===== config.mk =====
export PLATFORM = sky130hd
export DESIGN_NAME = swc_cluster
export DESIGN_NICKNAME = d
export VERILOG_FILES = /design/src/rtl/swc_pkg.sv /design/src/rtl/swc_wake_eval.sv /design/src/rtl/swc_event_hub.sv /design/src/rtl/swc_core_ctrl.sv /design/src/rtl/swc_cluster.sv
export SDC_FILE = /design/constraint.sdc
export NUM_CORES = 1
export LEC_CHECK = 0
export BUFFER_PORTS_ARGS = -buffer_cell sky130_fd_sc_hd__buf_2
export CAP_MARGIN = 10
export CORE_MARGIN = 2
export CORE_UTILIZATION = 46
export CTS_BUF_LIST = sky130_fd_sc_hd__clkbuf_8
export DETAILED_ROUTE_END_ITERATION = 10
export HOLD_SLACK_MARGIN = 0.05
export PLACE_DENSITY_LB_ADDON = 0.3
export SLEW_MARGIN = 20
export SYNTH_ARGS = -nofsm -noshare
export SYNTH_HDL_FRONTEND = slang
export SYNTH_SLANG_ARGS = --single-unit
export TNS_END_PERCENT = 100

===== constraint.sdc =====
create_clock -name clk -period 1.9 [get_ports clk]
set_input_delay 0.38 -clock clk [delete_from_list [all_inputs] [get_ports clk]]
set_output_delay 0.38 -clock clk [all_outputs]
set_load 0.02 [all_outputs]

===== src/rtl/swc_pkg.sv =====
package swc_pkg;

  typedef enum logic [1:0] {
    ST_RUN = 2'd0,
    ST_WFE = 2'd1,
    ST_WFI = 2'd2
  } swc_state_e;

  typedef struct packed {
    logic irq;
    logic fiq;
    logic abort;
    logic dbg_req;
    logic irq_mask;
    logic fiq_mask;
    logic abt_mask;
    logic dbg_en;
  } swc_wake_src_t;

endpackage


===== src/rtl/swc_wake_eval.sv =====
module swc_wake_eval
  import swc_pkg::*;
(
  input  swc_wake_src_t src_i,
  input  logic          evt_pend_i,
  output logic          wfe_wake_o,
  output logic          wfi_wake_o
);

  logic abt_live;

  always_comb begin
    abt_live   = src_i.abort & ~src_i.abt_mask;
    // event wait: every qualifier applies
    wfe_wake_o = (src_i.irq & ~src_i.irq_mask) |
                 (src_i.fiq & ~src_i.fiq_mask) |
                 abt_live |
                 (src_i.dbg_req & src_i.dbg_en) |
                 evt_pend_i;
    // interrupt wait: only the abort mask applies
    wfi_wake_o = src_i.irq | src_i.fiq | abt_live | src_i.dbg_req;
  end

endmodule


===== src/rtl/swc_event_hub.sv =====
module swc_event_hub #(
  parameter int NUM_CORES = 4,
  parameter bit HINTS_ON  = 1'b1
) (
  input  logic                 clk,
  input  logic                 rst,
  input  logic [NUM_CORES-1:0] sev_i,
  input  logic                 evt_in_i,
  output logic                 set_req_o,
  output logic                 evt_out_o
);

  logic any_sev;

  generate
    if (HINTS_ON) begin : g_live
      assign any_sev   = |sev_i;
      assign set_req_o = any_sev | evt_in_i;
    end else begin : g_nop
      assign any_sev   = 1'b0;
      assign set_req_o = 1'b0;
    end
  endgenerate

  always_ff @(posedge clk) begin
    if (rst) evt_out_o <= 1'b0;
    else     evt_out_o <= any_sev;
  end

  generate
    if (HINTS_ON) begin : g_chk
      p_bcast_out_r7: assert property (@(posedge clk) disable iff (rst)
        (|sev_i) |=> evt_out_o)
        else $error("send-event not broadcast");
      p_bcast_pulse_r7: assert property (@(posedge clk) disable iff (rst)
        (!(|sev_i)) |=> !evt_out_o)
        else $error("outbound event without send-event");
    end else begin : g_chk_nop
      p_bcast_off_r11: assert property (@(posedge clk) disable iff (rst)
        !evt_out_o)
        else $error("outbound event with hints off");
    end
  endgenerate

endmodule


===== src/rtl/swc_core_ctrl.sv =====
module swc_core_ctrl
  import swc_pkg::*;
#(
  parameter bit HINTS_ON = 1'b1
) (
  input  logic          clk,
  input  logic          rst,
  input  logic          wfe_i,
  input  logic          wfi_i,
  input  logic          yield_i,
  input  swc_wake_src_t src_i,
  input  logic          set_req_i,
  output logic          stall_o,
  output logic          wake_o,
  output logic          yield_o
);

  swc_state_e state_q, state_d;
  logic       evt_latch_q, evt_latch_d;
  logic       running, hit_clear;
  logic       wfe_wake, wfi_wake;

  swc_wake_eval u_eval (
    .src_i      (src_i),
    .evt_pend_i (evt_latch_q | set_req_i),
    .wfe_wake_o (wfe_wake),
    .wfi_wake_o (wfi_wake)
  );

  assign running   = (state_q == ST_RUN);
  assign hit_clear = HINTS_ON && running && wfe_i && !wfi_i && evt_latch_q;

  // set beats clear so no event is lost
  always_comb begin
    if (set_req_i)      evt_latch_d = 1'b1;
    else if (hit_clear) evt_latch_d = 1'b0;
    else                evt_latch_d = evt_latch_q;
  end

  always_comb begin
    state_d = state_q;
    unique case (state_q)
      ST_RUN: begin
        if (HINTS_ON) begin
          if (wfi_i)                       state_d = ST_WFI;
          else if (wfe_i && !evt_latch_q)  state_d = ST_WFE;
        end
      end
      ST_WFE:  if (wfe_wake) state_d = ST_RUN;
      ST_WFI:  if (wfi_wake) state_d = ST_RUN;
      default: state_d = ST_RUN;
    endcase
  end

  always_ff @(posedge clk) begin
    if (rst) begin
      state_q     <= ST_RUN;
      evt_latch_q <= 1'b0;
      stall_o     <= 1'b0;
      wake_o      <= 1'b0;
      yield_o     <= 1'b0;
    end else begin
      state_q     <= state_d;
      evt_latch_q <= evt_latch_d;
      stall_o     <= (state_d != ST_RUN);
      wake_o      <= !running && (state_d == ST_RUN);
      yield_o     <= HINTS_ON && running && yield_i && !wfe_i && !wfi_i;
    end
  end

  p_wake_single_r9: assert property (@(posedge clk) disable iff (rst)
    wake_o |=> !wake_o)
    else $error("wake strobe longer than one cycle");
  p_wake_ends_stall_r9: assert property (@(posedge clk) disable iff (rst)
    $rose(wake_o) |-> (!stall_o && $past(stall_o)))
    else $error("wake without end of stall");
  p_set_wins_r8: assert property (@(posedge clk) disable iff (rst)
    set_req_i |=> evt_latch_q)
    else $error("event set request lost");
  p_wfi_keeps_flag_r6: assert property (@(posedge clk) disable iff (rst)
    (state_q == ST_WFI && !set_req_i) |=> $stable(evt_latch_q))
    else $error("interrupt wait changed the event flag");
  p_hit_no_stall_r2: assert property (@(posedge clk) disable iff (rst)
    (running && wfe_i && !wfi_i && evt_latch_q) |=> !stall_o)
    else $error("event wait slept with flag set");
  p_asleep_no_yield_r12: assert property (@(posedge clk) disable iff (rst)
    !running |=> !yield_o)
    else $error("yield pulse from sleeping core");

  generate
    if (!HINTS_ON) begin : g_nop_chk
      p_nop_r11: assert property (@(posedge clk) disable iff (rst)
        !stall_o && !yield_o && !evt_latch_q)
        else $error("hint acted with hints off");
    end
  endgenerate

endmodule


===== src/rtl/swc_cluster.sv =====
module swc_cluster
  import swc_pkg::*;
#(
  parameter int NUM_CORES = 4,
  parameter bit HINTS_ON  = 1'b1
) (
  input  logic                 clk,
  input  logic                 rst,
  input  logic [NUM_CORES-1:0] hint_wfe_i,
  input  logic [NUM_CORES-1:0] hint_wfi_i,
  input  logic [NUM_CORES-1:0] hint_sev_i,
  input  logic [NUM_CORES-1:0] hint_yield_i,
  input  logic [NUM_CORES-1:0] irq_i,
  input  logic [NUM_CORES-1:0] fiq_i,
  input  logic [NUM_CORES-1:0] abort_i,
  input  logic [NUM_CORES-1:0] dbg_req_i,
  input  logic [NUM_CORES-1:0] irq_mask_i,
  input  logic [NUM_CORES-1:0] fiq_mask_i,
  input  logic [NUM_CORES-1:0] abt_mask_i,
  input  logic [NUM_CORES-1:0] dbg_en_i,
  input  logic                 evt_in_i,
  output logic [NUM_CORES-1:0] stall_o,
  output logic [NUM_CORES-1:0] wake_o,
  output logic [NUM_CORES-1:0] yield_o,
  output logic                 evt_out_o
);

  logic set_req;

  swc_event_hub #(
    .NUM_CORES (NUM_CORES),
    .HINTS_ON  (HINTS_ON)
  ) u_hub (
    .clk       (clk),
    .rst       (rst),
    .sev_i     (hint_sev_i),
    .evt_in_i  (evt_in_i),
    .set_req_o (set_req),
    .evt_out_o (evt_out_o)
  );

  generate
    for (genvar c = 0; c < NUM_CORES; c++) begin : g_core
      swc_wake_src_t src;
      assign src = '{irq:      irq_i[c],
                     fiq:      fiq_i[c],
                     abort:    abort_i[c],
                     dbg_req:  dbg_req_i[c],
                     irq_mask: irq_mask_i[c],
                     fiq_mask: fiq_mask_i[c],
                     abt_mask: abt_mask_i[c],
                     dbg_en:   dbg_en_i[c]};

      swc_core_ctrl #(
        .HINTS_ON (HINTS_ON)
      ) u_ctrl (
        .clk       (clk),
        .rst       (rst),
        .wfe_i     (hint_wfe_i[c]),
        .wfi_i     (hint_wfi_i[c]),
        .yield_i   (hint_yield_i[c]),
        .src_i     (src),
        .set_req_i (set_req),
        .stall_o   (stall_o[c]),
        .wake_o    (wake_o[c]),
        .yield_o   (yield_o[c])
      );
    end
  endgenerate

  p_stall_wake_excl_r9: assert property (@(posedge clk) disable iff (rst)
    (stall_o & wake_o) == '0)
    else $error("stall and wake together");

endmodule


==> metrics.md <==
| Metric | Value |
|---|---|
| P_leak | about 0.74 nW |
| Layout cells sized above 1 | 0.3906 |
| Syn_nets | about 190 |
| Vias in the first global route | between 900 and 1000 |
| Ys flop type | dfxtp_1 |
| Core area | roughly 2500 µm² |
| Cells along the critical path | buf_2 > or4_4 > or4_1 > o22a_1 > a21oi_1 |
| Post-route ant nets | 0 |
| VDD IR max | approximately 400 µV |
| FFs w/ async S/R, synth | 0 |
| Initial DRC count | 14 |
| Chip width | 54.65 µm |
| Final setup violation count | 0 |
| Post-DP HPWL | around 2000 µm |
| Hold crit path type | primary input to register |
| CP top delay family | simple AND/OR/NAND/NOR gates |
| Initial antenna violation count | 0 |
| WP data arrival | 1.81 ns |
| Most common cell after layout, fill and taps aside | buf_2 |
| Metal3 WL | between 150 and 200 µm |
| Die Area | 2986 µm² |
| Placed Area | approximately 1400 µm² |
| Share of the yosys chip area belonging to registers | 0.4242 |
| Chip Height | approximately 55 µm |
| CP endpoint | g_core[0].u_ctrl.stall_o |
| Final worst path period need | around 1.6 ns |
| Num rows | 18 |
| CP Capture Type | register |
| Initial Util | 0.4806 |
| Area grow syn2layout | 26.41% |
| M1 WL | between 1000 and 1500 µm |
| Commonest non-fill, non-tap cells in the layout | 63 x buf_2, 25 x dfxtp_1, 16 x nor2_1, 9 x inv_1 |
| Routed length per placed instance | approximately 11 µm |
| Levels on crit path | 5 |
| Routed vias/inst | ~5.2 |
| Reg clk slew, reported paths | 0.09 ns |
| Clock Skew | between 0.006 and 0.007 ns |
| Finished Cell Area | 1491 µm² |
| Cells on worst reg2reg path | 4 |
| FF-to-FF Start | g_core[0].u_ctrl.state_q[0] |
| Instance count of the mapped netlist | roughly 140 |
| Outcome | complete, no violations |
| # diodes | 0 |
| Post-CTS setup buffers | 0 |
| Clock buffer depth | 2 |
| # IOs | 64 |
| WS Path Type | primary input to register |
| Critical path's largest stage delay | about 0.54 ns |
| Final TNS setup | 0 ns |
| Power Density | 708.5 nW/µm² |
| Placed cell count | between 200 and 250 |
| CTS Buf Count | 3 |
| CTS root buf | clkbuf_8 |
| CTS sink cnt | 25 |
| DR vias | 1165 |
| Netlist cell types | 42 |
| Final Net Count | 244 |
| Reg-to-reg critical path endpoint | g_core[0].u_ctrl.stall_o |
| CTS tree | yes |
| FMAX | between 600 and 700 MHz |
| Pin count of the biggest net entering global routing | 23 |
| CTS H-tree depth | 1 |
| Crit start category | primary input |
| Top sig layer | met4 |
| Total Routed Length | about 2500 µm |
| Final Slew Violations | 0 |
| Flops & latches, synth | 25 |
| Clk Latency, worst-skew pair | 0.27 ns |
| Critical Path RT | around 2.1 ns |
| CP max FO | 3 |
| CP Buf/Inv Count | 1 |
| Post-Layout Cell Count | approximately 220 |
| # DRC | 0 |
| DR pass1 iterations | 4 |
| Period utilization | 0.8469 |
| Synthesized area per cell | between 8 and 9 µm² |
| Max Cap Viol | 0 |
| YS warnings | 0 |
| EDFF count, synth | 0 |
| Number of port buffers | 63 |
| Netlist Area Pre-Place | 1180 µm² |
| Reg2Reg Setup Slack | between 0.4 and 0.5 ns |
| Remaining Overflow, GRT | 0 |
| # hold bufs at CTS | 0 |
| PostCTS Resize Cnt | 0 |
| Tot Pwr | about 1.1 mW |
| Worst setup path startpoint | hint_sev_i[1] |
| Final Hold Viols | 0 |
| Slew of the pin with the lowest slew margin | approximately 0.4 ns |
| RSZ-0062 raised after global routing | false |
| Total GRT Usage | 0.1699 |
| Placer Congestion | 0.7610 |
| Global-route wire length before repair | approximately 3700 µm |
| Slew margin rel. | 0.7372 |
| Slowest-stage cell, CP | or4_4 |
| Metal2 WL | 1195 µm |
state kept, by name, indices dropped and copies added (netlist names):
| signal | count |
|---|---|
| g_core.u_ctrl.state_q | 8 |
| g_core.u_ctrl.evt_latch_q | 4 |
| g_core.u_ctrl.stall_o | 4 |
| g_core.u_ctrl.wake_o | 4 |
| g_core.u_ctrl.yield_o | 4 |
| u_hub.evt_out_o | 1 |
where the power goes:
part	total, mW	internal [mW]	switching [mW]
registers	0.566	0.551	0.0149
clock network	0.313	0.148	0.165
logic	0.178	0.0860	0.0916
total	1.06	0.785	0.271
logic make-up (layout without fill, tap and decap cells):
group,after synthesis,in the layout,share of synthesized area
buf+inv,23,77,0.1113
simple gates,61,61,0.2895
compound gates,29,29,0.1750
flops,25,25,0.4242
per-layer routing:
| metal | track usage | vias up |
|---|---|---|
| li1 | - | 590 |
| met1 | 0.1930 | 525 |
| met2 | 0.3095 | 46 |
| met3 | 0.02459 | 4 |
| met4 | 0.07500 | 0 |
| met5 | 0 | - |
synth_stat cells (3+ instances only):
master / number / area share
nor2_1: 16 / 0.051
buf_4: 12 / 0.076
nand2b_1: 5 / 0.027
dfxtp_1: 25 / 0.42
nor2b_1: 3 / 0.016
a31oi_1: 4 / 0.021
nor4_1: 4 / 0.021
inv_1: 9 / 0.029
a21oi_1: 8 / 0.034
nor3_1: 4 / 0.017
nand2_1: 8 / 0.025
and3_1: 5 / 0.027
o2111ai_1: 3 / 0.022
layout make-up:
type,instances,area [µm²]
timing repair buffer,64,322.8
fill,231,963.4
clock inverter,1,7.507
inverter,9,33.78
tap,30,37.54
sequential,25,500.5
clock buffer,3,41.29
multi-input combinational,90,548.0
how the worst min path moves through the flow:
stage	startpoint	to	depth (start not counted)
2_1_floorplan	g_core[1].u_ctrl.evt_latch_q	g_core[1].u_ctrl.evt_latch_q	2
3_3_place_gp	g_core[1].u_ctrl.evt_latch_q	g_core[1].u_ctrl.evt_latch_q	2
3_5_place_dp	g_core[1].u_ctrl.evt_latch_q	g_core[1].u_ctrl.evt_latch_q	2
4_1_cts	hint_yield_i[1]	g_core[1].u_ctrl.yield_o	2
5_1_grt	hint_yield_i[3]	g_core[3].u_ctrl.yield_o	2
6_report	hint_yield_i[3]	g_core[3].u_ctrl.yield_o	2
metrics by stage:
stage | hold WS, ns | utilization | worst slack (ns)
2_1_floorplan | 0.4316 | - | 0.1635
4_1_cts | 0.3296 | 0.6075 | 0.2920
5_1_grt | 0.3357 | 0.6075 | 0.2073
3_5_place_dp | 0.4516 | 0.5877 | 0.01776
6_report | 0.3357 | 0.6075 | 0.2908
3_3_place_gp | 0.4467 | 0.5877 | 0.02938
Note: power is estimated with default switching activity, not from simulation.
